===== config.mk =====
export PLATFORM = sky130hd
export DESIGN_NAME = shadow_cfg_reg
export DESIGN_NICKNAME = d
export VERILOG_FILES = /design/src/rtl/shadow_cfg_pkg.sv /design/src/rtl/shadow_cfg_phase.sv /design/src/rtl/shadow_cfg_stage.sv /design/src/rtl/shadow_cfg_commit.sv /design/src/rtl/shadow_cfg_reg.sv
export SDC_FILE = /design/constraint.sdc
export NUM_CORES = 1
export LEC_CHECK = 0
export ABC_AREA = 1
export CAP_MARGIN = 10
export CORE_MARGIN = 2
export CORE_UTILIZATION = 51
export CTS_CLUSTER_SIZE = 24
export DETAILED_ROUTE_END_ITERATION = 8
export PLACE_DENSITY = 0.83
export SETUP_SLACK_MARGIN = 0.15
export SYNTH_ARGS = -nofsm -noshare
export SYNTH_HDL_FRONTEND = slang
export SYNTH_SLANG_ARGS = --single-unit
export TNS_END_PERCENT = 100

===== constraint.sdc =====
create_clock -name clk -period 2.4 [get_ports clk]
set_input_delay 0.6 -clock clk [delete_from_list [all_inputs] [get_ports clk]]
set_output_delay 0.6 -clock clk [all_outputs]
set_load 0.1 [all_outputs]

===== src/rtl/shadow_cfg_pkg.sv =====
package shadow_cfg_pkg;

  // Access behaviour of the committed value; codes are relied on by users.
  typedef enum logic [1:0] {
    ACC_RW  = 2'd0,  // replace
    ACC_RO  = 2'd1,  // hardware-owned, software writes ignored
    ACC_W1S = 2'd2,  // ones in data set bits
    ACC_W0C = 2'd3   // zeros in data clear bits
  } access_e;

endpackage


===== src/rtl/shadow_cfg_phase.sv =====
module shadow_cfg_phase #(
  parameter bit RD_CLEARS = 1'b1
) (
  input  logic clk,
  input  logic rst,
  input  logic wr_ev,
  input  logic rd_ev,
  output logic second
);

  logic second_r;

  always_ff @(posedge clk) begin
    if (rst) begin
      second_r <= 1'b0;
    end else if (wr_ev) begin
      second_r <= ~second_r;
    end else if (rd_ev && RD_CLEARS) begin
      second_r <= 1'b0;
    end
  end

  assign second = second_r;

  AST_READ_PHASE: assert property (@(posedge clk) disable iff (rst)
    (rd_ev && !wr_ev && RD_CLEARS) |=> !second) else $error("read did not reset phase");

endmodule


===== src/rtl/shadow_cfg_stage.sv =====
module shadow_cfg_stage #(
  parameter int unsigned       DATA_W = 8,
  parameter logic [DATA_W-1:0] RESVAL = '0
) (
  input  logic              clk,
  input  logic              rst,
  input  logic              load,
  input  logic [DATA_W-1:0] din,
  output logic              match
);

  logic [DATA_W-1:0] staged_n;

  always_ff @(posedge clk) begin
    if (rst) begin
      staged_n <= ~RESVAL;
    end else if (load) begin
      staged_n <= ~din;
    end
  end

  // Raw data of the confirm write against the inverted staged copy.
  assign match = (din == ~staged_n);

  AST_STAGE_INVERTED: assert property (@(posedge clk) disable iff (rst)
    load |=> (staged_n == ~$past(din))) else $error("staged copy not inverted");

endmodule


===== src/rtl/shadow_cfg_commit.sv =====
module shadow_cfg_commit
  import shadow_cfg_pkg::*;
#(
  parameter int unsigned       DATA_W = 8,
  parameter logic [DATA_W-1:0] RESVAL = '0,
  parameter access_e           ACCESS = ACC_RW
) (
  input  logic              clk,
  input  logic              rst,
  input  logic              commit,
  input  logic [DATA_W-1:0] din,
  output logic [DATA_W-1:0] q,
  output logic              err_storage
);

  logic [DATA_W-1:0] q_r;
  logic [DATA_W-1:0] shadow_n;
  logic [DATA_W-1:0] nxt;
  logic              err_r;

  generate
    if (ACCESS == ACC_W1S) begin : g_set
      assign nxt = q_r | din;
    end else if (ACCESS == ACC_W0C) begin : g_clr
      assign nxt = q_r & din;
    end else begin : g_rep
      assign nxt = din;
    end
  endgenerate

  always_ff @(posedge clk) begin
    if (rst) begin
      q_r      <= RESVAL;
      shadow_n <= ~RESVAL;
    end else if (commit) begin
      q_r      <= nxt;
      shadow_n <= ~nxt;
    end
  end

  always_ff @(posedge clk) begin
    if (rst) begin
      err_r <= 1'b0;
    end else begin
      err_r <= (shadow_n != ~q_r);
    end
  end

  assign q           = q_r;
  assign err_storage = err_r;

  AST_COMMIT_COHERENT: assert property (@(posedge clk) disable iff (rst)
    commit |=> (shadow_n == ~q_r)) else $error("commit left copies apart");

  AST_COMMIT_CLEARS_ERR: assert property (@(posedge clk) disable iff (rst)
    commit |=> ##1 !err_storage) else $error("storage error after clean commit");

endmodule


===== src/rtl/shadow_cfg_reg.sv =====
module shadow_cfg_reg
  import shadow_cfg_pkg::*;
#(
  parameter int unsigned       DATA_W = 8,
  parameter logic [DATA_W-1:0] RESVAL = '0,
  parameter access_e           ACCESS = ACC_RW
) (
  input  logic              clk,
  input  logic              rst,
  input  logic              sw_we,
  input  logic [DATA_W-1:0] sw_wdata,
  input  logic              sw_re,
  input  logic              hw_upd,
  input  logic [DATA_W-1:0] hw_data,
  output logic [DATA_W-1:0] q,
  output logic              err_update,
  output logic              err_storage
);

  localparam bit HW_OWNED = (ACCESS == ACC_RO);

  logic              wr_ev;
  logic [DATA_W-1:0] wr_data;
  logic              second;
  logic              match;
  logic              commit;
  logic              mismatch;
  logic              err_upd_r;

  // Select the update source by access type.
  assign wr_ev   = HW_OWNED ? hw_upd  : sw_we;
  assign wr_data = HW_OWNED ? hw_data : sw_wdata;

  shadow_cfg_phase #(
    .RD_CLEARS (!HW_OWNED)
  ) u_phase (
    .clk    (clk),
    .rst    (rst),
    .wr_ev  (wr_ev),
    .rd_ev  (sw_re),
    .second (second)
  );

  shadow_cfg_stage #(
    .DATA_W (DATA_W),
    .RESVAL (RESVAL)
  ) u_stage (
    .clk   (clk),
    .rst   (rst),
    .load  (wr_ev && !second),
    .din   (wr_data),
    .match (match)
  );

  assign commit   = wr_ev && second && match;
  assign mismatch = wr_ev && second && !match;

  shadow_cfg_commit #(
    .DATA_W (DATA_W),
    .RESVAL (RESVAL),
    .ACCESS (ACCESS)
  ) u_commit (
    .clk         (clk),
    .rst         (rst),
    .commit      (commit),
    .din         (wr_data),
    .q           (q),
    .err_storage (err_storage)
  );

  always_ff @(posedge clk) begin
    if (rst) begin
      err_upd_r <= 1'b0;
    end else begin
      err_upd_r <= mismatch;
    end
  end

  assign err_update = err_upd_r;

  AST_FIRST_HOLD: assert property (@(posedge clk) disable iff (rst)
    (wr_ev && !second) |=> $stable(q)) else $error("first write changed q");

  AST_MISMATCH_FLAG: assert property (@(posedge clk) disable iff (rst)
    mismatch |=> (err_update && $stable(q) && !second)) else $error("mismatch handling");

  AST_IDLE_HOLD: assert property (@(posedge clk) disable iff (rst)
    !wr_ev |=> $stable(q)) else $error("q moved without update");

  AST_ERR_CAUSE: assert property (@(posedge clk) disable iff (rst)
    err_update |-> $past(wr_ev && second)) else $error("spurious update error");

endmodule


### After elaboration in Yosys (flattened, before gate mapping)

Cells that the tools add are included.

* bits of input ports: 21
* register bits: 27
* word-level logic and storage cells: 21
* output and inout port bits: 10

* bitwise logic cells: 4
* equal/unequal tests: 2
* reductions and logical operators: 7
* multiplexer cells: 2

Operators with widths (count)
* 8-bit NOT: 3
* 8-bit == test: 1
* 8-bit inequality test: 1
* 1-bit logical AND: 4
* 1-bit zero test: 2
* 1-bit two-way mux: 2
* 2-bit nonzero test: 1
* 1-bit NOT: 1

### Logic depth before layout (Yosys ltp)

Gate-level depths: netlist of run 1.

* depth after elaboration: 4
* gate-level depth with buffers: 9
* depth with buffers taken out: 9

### By module

A second synthesis of run 1 with hierarchy kept.

* cell total of the unflattened synthesis: 187
* area total of the unflattened synthesis: 1229.9 sq um

Modules (own cells, without submodules)
* shadow_cfg_commit: area an instance 693.2 sq um, cells an instance 96, sequential area each 340.3 sq um, times used 1
* shadow_cfg_stage: area an instance 435.4 sq um, cells an instance 74, sequential area each 160.2 sq um, times used 1
* shadow_cfg_phase: area an instance 51.3 sq um, cells an instance 8, sequential area each 20.0 sq um, times used 1
* shadow_cfg_reg: area an instance 50.0 sq um, cells an instance 9, sequential area each 20.0 sq um, times used 1

### Worst setup path after synthesis of run 1

Ideal clock, no wire load.

* path type: input to register
* start: input port sw_wdata[7]
* end: register u_commit.q_r[6] (netlist: u_commit.q[6])
* cell stages on the path: 9
* library setup time: 0.132 ns
* slack: 0.824 ns
* buffers on the path: 1
* data required time: 2.268 ns
* data arrival time: 1.444 ns
* cells stage by stage: nand2_1 > inv_1 > nor2_1 > nand2_1 > nor2_4 > nand3_4 > buf_6 > nand2_1 > a21oi_1

* cells in the longest elaborated chain, start to end: 2

Ends and longest elaborated chain
* from (decl): line shadow_cfg_reg.sv:11 `input logic [DATA_W-1:0] sw_wdata,`
* 8-bit == test: line shadow_cfg_stage.sv:23 `assign match = (din == ~staged_n);`
* 1-bit logical AND: line shadow_cfg_reg.sv:55 `assign commit = wr_ev && second && match;`
* to (signal assigned): line shadow_cfg_commit.sv:36 `q_r <= nxt;`
* to (decl): line shadow_cfg_commit.sv:16 `logic [DATA_W-1:0] q_r;`

No other way between the ends.
A chain may end at the register's enable or synchronous reset.

### Final worst setup path of run 1

* start: input port sw_wdata[5]
* end: register u_commit.shadow_n[4]

* cells in the longest elaborated chain, start to end: 2

Ends and longest elaborated chain
* 8-bit == test: line shadow_cfg_stage.sv:23
* 1-bit logical AND: line shadow_cfg_reg.sv:55
* to (signal assigned): line shadow_cfg_commit.sv:34 `shadow_n <= ~RESVAL;`
* to (signal assigned): line shadow_cfg_commit.sv:37 `shadow_n <= ~nxt;`
* to (decl): line shadow_cfg_commit.sv:17 `logic [DATA_W-1:0] shadow_n;`

No other way between the ends.

==> impl_metrics.ini, run 1 <==
[worst_hold_path]
hold_path.class = reg2reg

[yosys]
netlist_area_um2 = 1200
synth_cell_type_count = 20
synth-seq-cells = 27
yosys.area.top_type = dfxtp_1
syn_nets = 185
synth_area_leaders = dfxtp_1 45%, nand2_1 15%, a21oi_1 6.7%
async_flop_share = 0
synth-seq-area-share = 0.449
ys.flop_type = dfxtp_1
ys_warn_count = 0
yosysMostFrequentCell = nand2_1
synth_common_cells = 49 x nand2_1, 27 x dfxtp_1, 17 x inv_1
synthCells = 164
synth_edf_count = 0
yosysTopAreaCellShare = 0.449
avgSynthCellArea_um2 = 7.34

[worst_setup_path]
critical_path.top_delay_family = buffers and inverters
path_class = in2reg
cpMostUsedCell = nand2_1
crit_required_ps = 2670
path_buf_inv = 3
worstPathArrival_ps = 2080
startpoint_type = input pin
cp_slowest_stage_delay_ps = 460
path_max_fanout = 17
end_kind = flop
crit_chain = clkdlybuf4s50_1 > inv_1 > nand2_1 > nand2_1 > nand2_1 > nor2_4 > nand3_4 > inv_2 > nand2_1 > nand3_1
crit_slowest_cell = clkdlybuf4s50_1

[detailed_routing]
initialDrtViolationCount = 33
drt-vias-per-instance = 5.14
ant_nets = 0
vias = 1115
dr.pass1.iters = 5
routed_wl_um = 2450
post_drt_wl_per_cell_um = 11.3
post-route-drc-count = 0

[clock_network]
cts_tree = done
cts_setup_buffers = 0
clock_sinks = 27
cts-resized-gates = 0
cts_made_buffers = 3
cts_max_level = 1
path_clk_slew_ps = 140
cts_hold_buf = 0
clk_latency_ps = 320
clk_path_buf_depth = 2
root_buffer = clkbuf_4

[status]
outcome = finished, final reports clean

[placed_design]
port_buffers = 21
gp_congestion = 0.770
pre_cts_slack_ps = 252
dp.final_hpwl_um = 1880

[sta]
period_share = 0.755
fin_skew_ps = 1.22
rsz0062_at_grt = no
layout_setup_ws_ps = 589
setup_violations = 0
period_minus_slack_ps = 1810
holdWs_ps = 487
slew_violations = 0
fmax_ghz = 0.552
setup_tns_ps = 0
tightest_slew_ps = 433
finalHoldViolations = 0
max_slew_margin = 0.711

[power_and_ir_drop]
leakagePower_nw = 0.692
p_per_area_nw_per_um2 = 520
ir_worst_vdd_mv = 0.284

[finish]
syn2layout_area_growth_pct = 21.2
regArea_um2 = 541
num_antenna_cells = 0
multi_input_area_um2 = 562
drive_gt1_frac = 0.122
fill_cells = 206
nNetsFinal = 211

[floorplanning]
die_h_um = 52.6
core_area_um2 = 2210
num_io_pins = 31
rows = 17
die_x_um = 52.6
dieArea_um2 = 2760
start_util = 0.544

[grt]
grt_max_degree = 19
grt_pass1_wl_um = 4050
first_global_vias = 991
antenna_found_initial = 0
overflow = 0
track_usage = 0.200

[flow_run]
cap_violations = 0
## state kept, by name, summed over array words and instances (netlist names)
| signal | count |
|---|---|
| u_commit.err_storage | 1 |
| err_update | 1 |
| u_phase.second | 1 |
| u_commit.shadow_n | 8 |
| u_stage.staged_n | 8 |
| u_commit.q | 8 |
## cells in the final DEF (no fill, tap or decap)
| cell | instances |
|---|---|
| nand2_1 | 49 |
| dfxtp_1 | 27 |
| inv_1 | 17 |
| a21oi_1 | 16 |
| buf_4 | 14 |
| clkdlybuf4s50_1 | 11 |
| nor2_1 | 8 |
| nand3_1 | 8 |
| nand4_1 | 8 |
| o21ai_0 | 8 |
| xnor2_1 | 6 |
| xor2_1 | 3 |
| clkbuf_4 | 3 |
| nor2_4 | 2 |
| inv_2 | 2 |
| clkinv_1 | 2 |
| nand3_4 | 1 |
| a211oi_1 | 1 |
| nor3_1 | 1 |
| a31oi_1 | 1 |
| clkinv_2 | 1 |
## metrics by stage
step                      utilization  instance area [um^2]  power, mW  cells
after floorplan                     -                  1200      0.535    164
after CTS                       0.660                  1460      0.766    217
after detailed placement        0.647                  1430      0.576    213
final                           0.660                  1460      0.759    217
after global placement          0.647                  1430      0.571    213
after global routing            0.660                  1460      0.795    217
## worst register-to-register path, stage by stage (launching register included)
cell and delay [ps]:
dfxtp_1 380, nand2_1 70, nand2_1 70, nand2_1 80, nor2_4 170, nand3_4 210
inv_2 170, nand2_1 80, nand3_1 60
## path summary, 6_finish.rpt
kind              slack, ps                   end           startpoint  depth (start not counted)
setup / recovery        590  u_commit.shadow_n[4]          sw_wdata[5]                         10
hold / removal          490        u_phase.second       u_phase.second                          2
setup reg to reg       1050  u_commit.shadow_n[4]  u_stage.staged_n[5]                          8
hold reg to reg         490        u_phase.second       u_phase.second                          2
## layout make-up
cell class	count	area share
multi-input combinational	112	0.385
sequential	27	0.370
timing repair buffer	25	0.148
inverter	21	0.0540
tap	28	0.0240
clock buffer	3	0.0154
clock inverter	1	0.00343
## cell families after synthesis
group	synth area share
AOI/OAI and AO/OA	0.111
xor gates and xnor gates	0.0655
buffers and inverters	0.0842
and+or+nand+nor	0.290
DFF	0.449
## layer usage
layer	vias up	wire length, um	part of all wire	global-route usage
met5	-	0	0	0
met4	0	48	0.020	0.0897
met3	6	136	0.056	0.0257
met2	35	1210	0.50	0.356
met1	500	1050	0.43	0.235
li1	574	-	-	-
## where the power goes
group          total (mW)  leakage [nW]  internal, mW  switching, mW
logic              0.0961         0.454        0.0393         0.0568
registers           0.470         0.220         0.461        0.00870
clock network       0.193        0.0177        0.0625          0.131
No activity file was read; power rests on OpenSTA's default activity.
==> run 2: changes to the inputs <==
Settings changed: CORE_UTILIZATION 51 to 43, PLACE_DENSITY 0.83 to 0.75.
Clock period 2.4 ns to 1.6 ns, I/O delays scaled along.
==> run 2 against run 1 <==
Compared with the run above: via count is 12% higher; register-to-register slack worse by 780 ps; power increased by 59%; sequential cell count did not move; highest routed layer unchanged.
==> impl_metrics.ini, run 2 (synthesized netlist as in run 1, its figures left out) <==
[worst_setup_path]
path_class = reg2out
rrSetupSlack_ps = 270
worstPathArrival_ps = 1000
crit_slowest_cell = dfxtp_1
end_kind = primary output
startpoint_type = flop
timing.rr.end = u_commit.shadow_n[4]
cp_slowest_stage_delay_ps = 460
crit_chain = buf_12
path_max_fanout = 3
critical_path.top_delay_family = flip-flops
crit_required_ps = 1200
rr_worst_depth = 10
reg2reg_from = u_stage.staged_n[7]
path_buf_inv = 1

[power_and_ir_drop]
p_total_mw = 1.21
leakagePower_nw = 0.842
ir_worst_vdd_mv = 0.516
p_per_area_nw_per_um2 = 672

[finish]
drive_gt1_frac = 0.252
syn2layout_area_growth_pct = 49.2
utilization = 0.663
nNetsFinal = 236
layout_common_cells = 49 x nand2_1, 24 x buf_4, 22 x dfxtp_1
num_antenna_cells = 0
final_common_cell = nand2_1
fill_cells = 237

[clock_network]
root_buffer = clkbuf_4
cts_made_buffers = 3
cts_tree = done
clk_path_buf_depth = 2
clock_sinks = 27
clk_latency_ps = 340
path_clk_slew_ps = 160
cts_max_level = 1
cts_hold_buf = 0

[worst_hold_path]
hold_path.class = in2reg
min_to = u_stage.staged_n[6]
hp-start = sw_wdata[6]
holdPathStages = 2

[floorplanning]
num_io_pins = 31
die_x_um = 56.9
dieArea_um2 = 3240
die_h_um = 56.9
core_area_um2 = 2710
start_util = 0.444
rows = 19

[sta]
max_slew_margin = 0.834
rsz0062_at_grt = no
fmax_ghz = 0.715
setup_violations = 0
slew_violations = 0
finalHoldViolations = 0
fin_skew_ps = 13.7
period_share = 0.874
period_minus_slack_ps = 1400
holdWs_ps = 441
tightest_slew_ps = 248

[detailed_routing]
dr.pass1.iters = 4
routed_wl_um = 3050
post-route-drc-count = 0
ant_nets = 0
post_drt_wl_per_cell_um = 12.4
initialDrtViolationCount = 25
drt-vias-per-instance = 5.10
vias = 1250

[grt]
antenna_found_initial = 0
grt_max_degree = 17
overflow = 0
first_global_vias = 1152
grt_pass1_wl_um = 4750
track_usage = 0.184

[flow_run]
cap_violations = 0

[placed_design]
gp_congestion = 0.771
port_buffers = 21
dp.final_hpwl_um = 1990

[status]
outcome = finished, final reports clean
run 2: cell types whose count changed in the layout (fill, tap and decap cells not counted), sizes merged:
cell	change
buf	+23
dlygate4sd2	+8
nand3	+2
clkinv	-2
clkdlybuf4s50	-8
clkinvlp	+2
run 2: where the power goes:
part	switching, mW	internal (mW)	total, mW
logic	0.103	0.0901	0.193
clock network	0.211	0.0959	0.307
registers	0.0135	0.692	0.706
total	0.328	0.878	1.21
run 2: final cells by class:
cell class,count,area [um^2],share of cell area
multi-input combinational,114,589,0.328
sequential,27,547,0.305
clock buffer,3,22.5,0.0125
timing repair buffer,48,508,0.283
tap,31,38.8,0.0216
inverter,21,82.6,0.0460
clock inverter,1,7.51,0.00418
run 2: metal layers:
layer,vias to the layer above,GRT usage,part of all wire
li1,635,-,-
met1,578,0.221,0.44
met2,35,0.340,0.51
met3,2,0.0207,0.043
met4,0,0.0532,0.0056
met5,-,0,0
run 2: stage by stage:
| step | cell area [um^2] | instances | worst slack, ps | setup TNS, ps |
|---|---|---|---|---|
| floorplan | 1210 | 164 | 166 | 0 |
| global placement | 1690 | 232 | -254 | -3470 |
| detailed placement | 1690 | 232 | -286 | -3990 |
| CTS | 1740 | 239 | 196 | 0 |
| global route | 1800 | 245 | 141 | 0 |
| finish | 1800 | 245 | 201 | 0 |
run 2: worst max path at each step:
stage                        start                   end  cells past startpoint
6_report             u_commit.q[1]                  q[1]                      1
5_1_grt        u_stage.staged_n[7]  u_commit.shadow_n[3]                     10
4_1_cts              u_commit.q[1]                  q[1]                      1
3_5_place_dp           sw_wdata[1]  u_commit.shadow_n[6]                      9
3_3_place_gp           sw_wdata[1]  u_commit.shadow_n[6]                      9
2_1_floorplan        u_commit.q[3]  u_commit.err_storage                      3
run 2: timing repair:
| action | 4_1_cts | 5_1_grt |
|---|---|---|
| pin swaps | 7 | 3 |
| gates resized for setup | 10 | 3 |
| setup buffers | 0 | 6 |
| cloned | 3 | 0 |
| endpoints found under the setup margin | 16 | 7 |
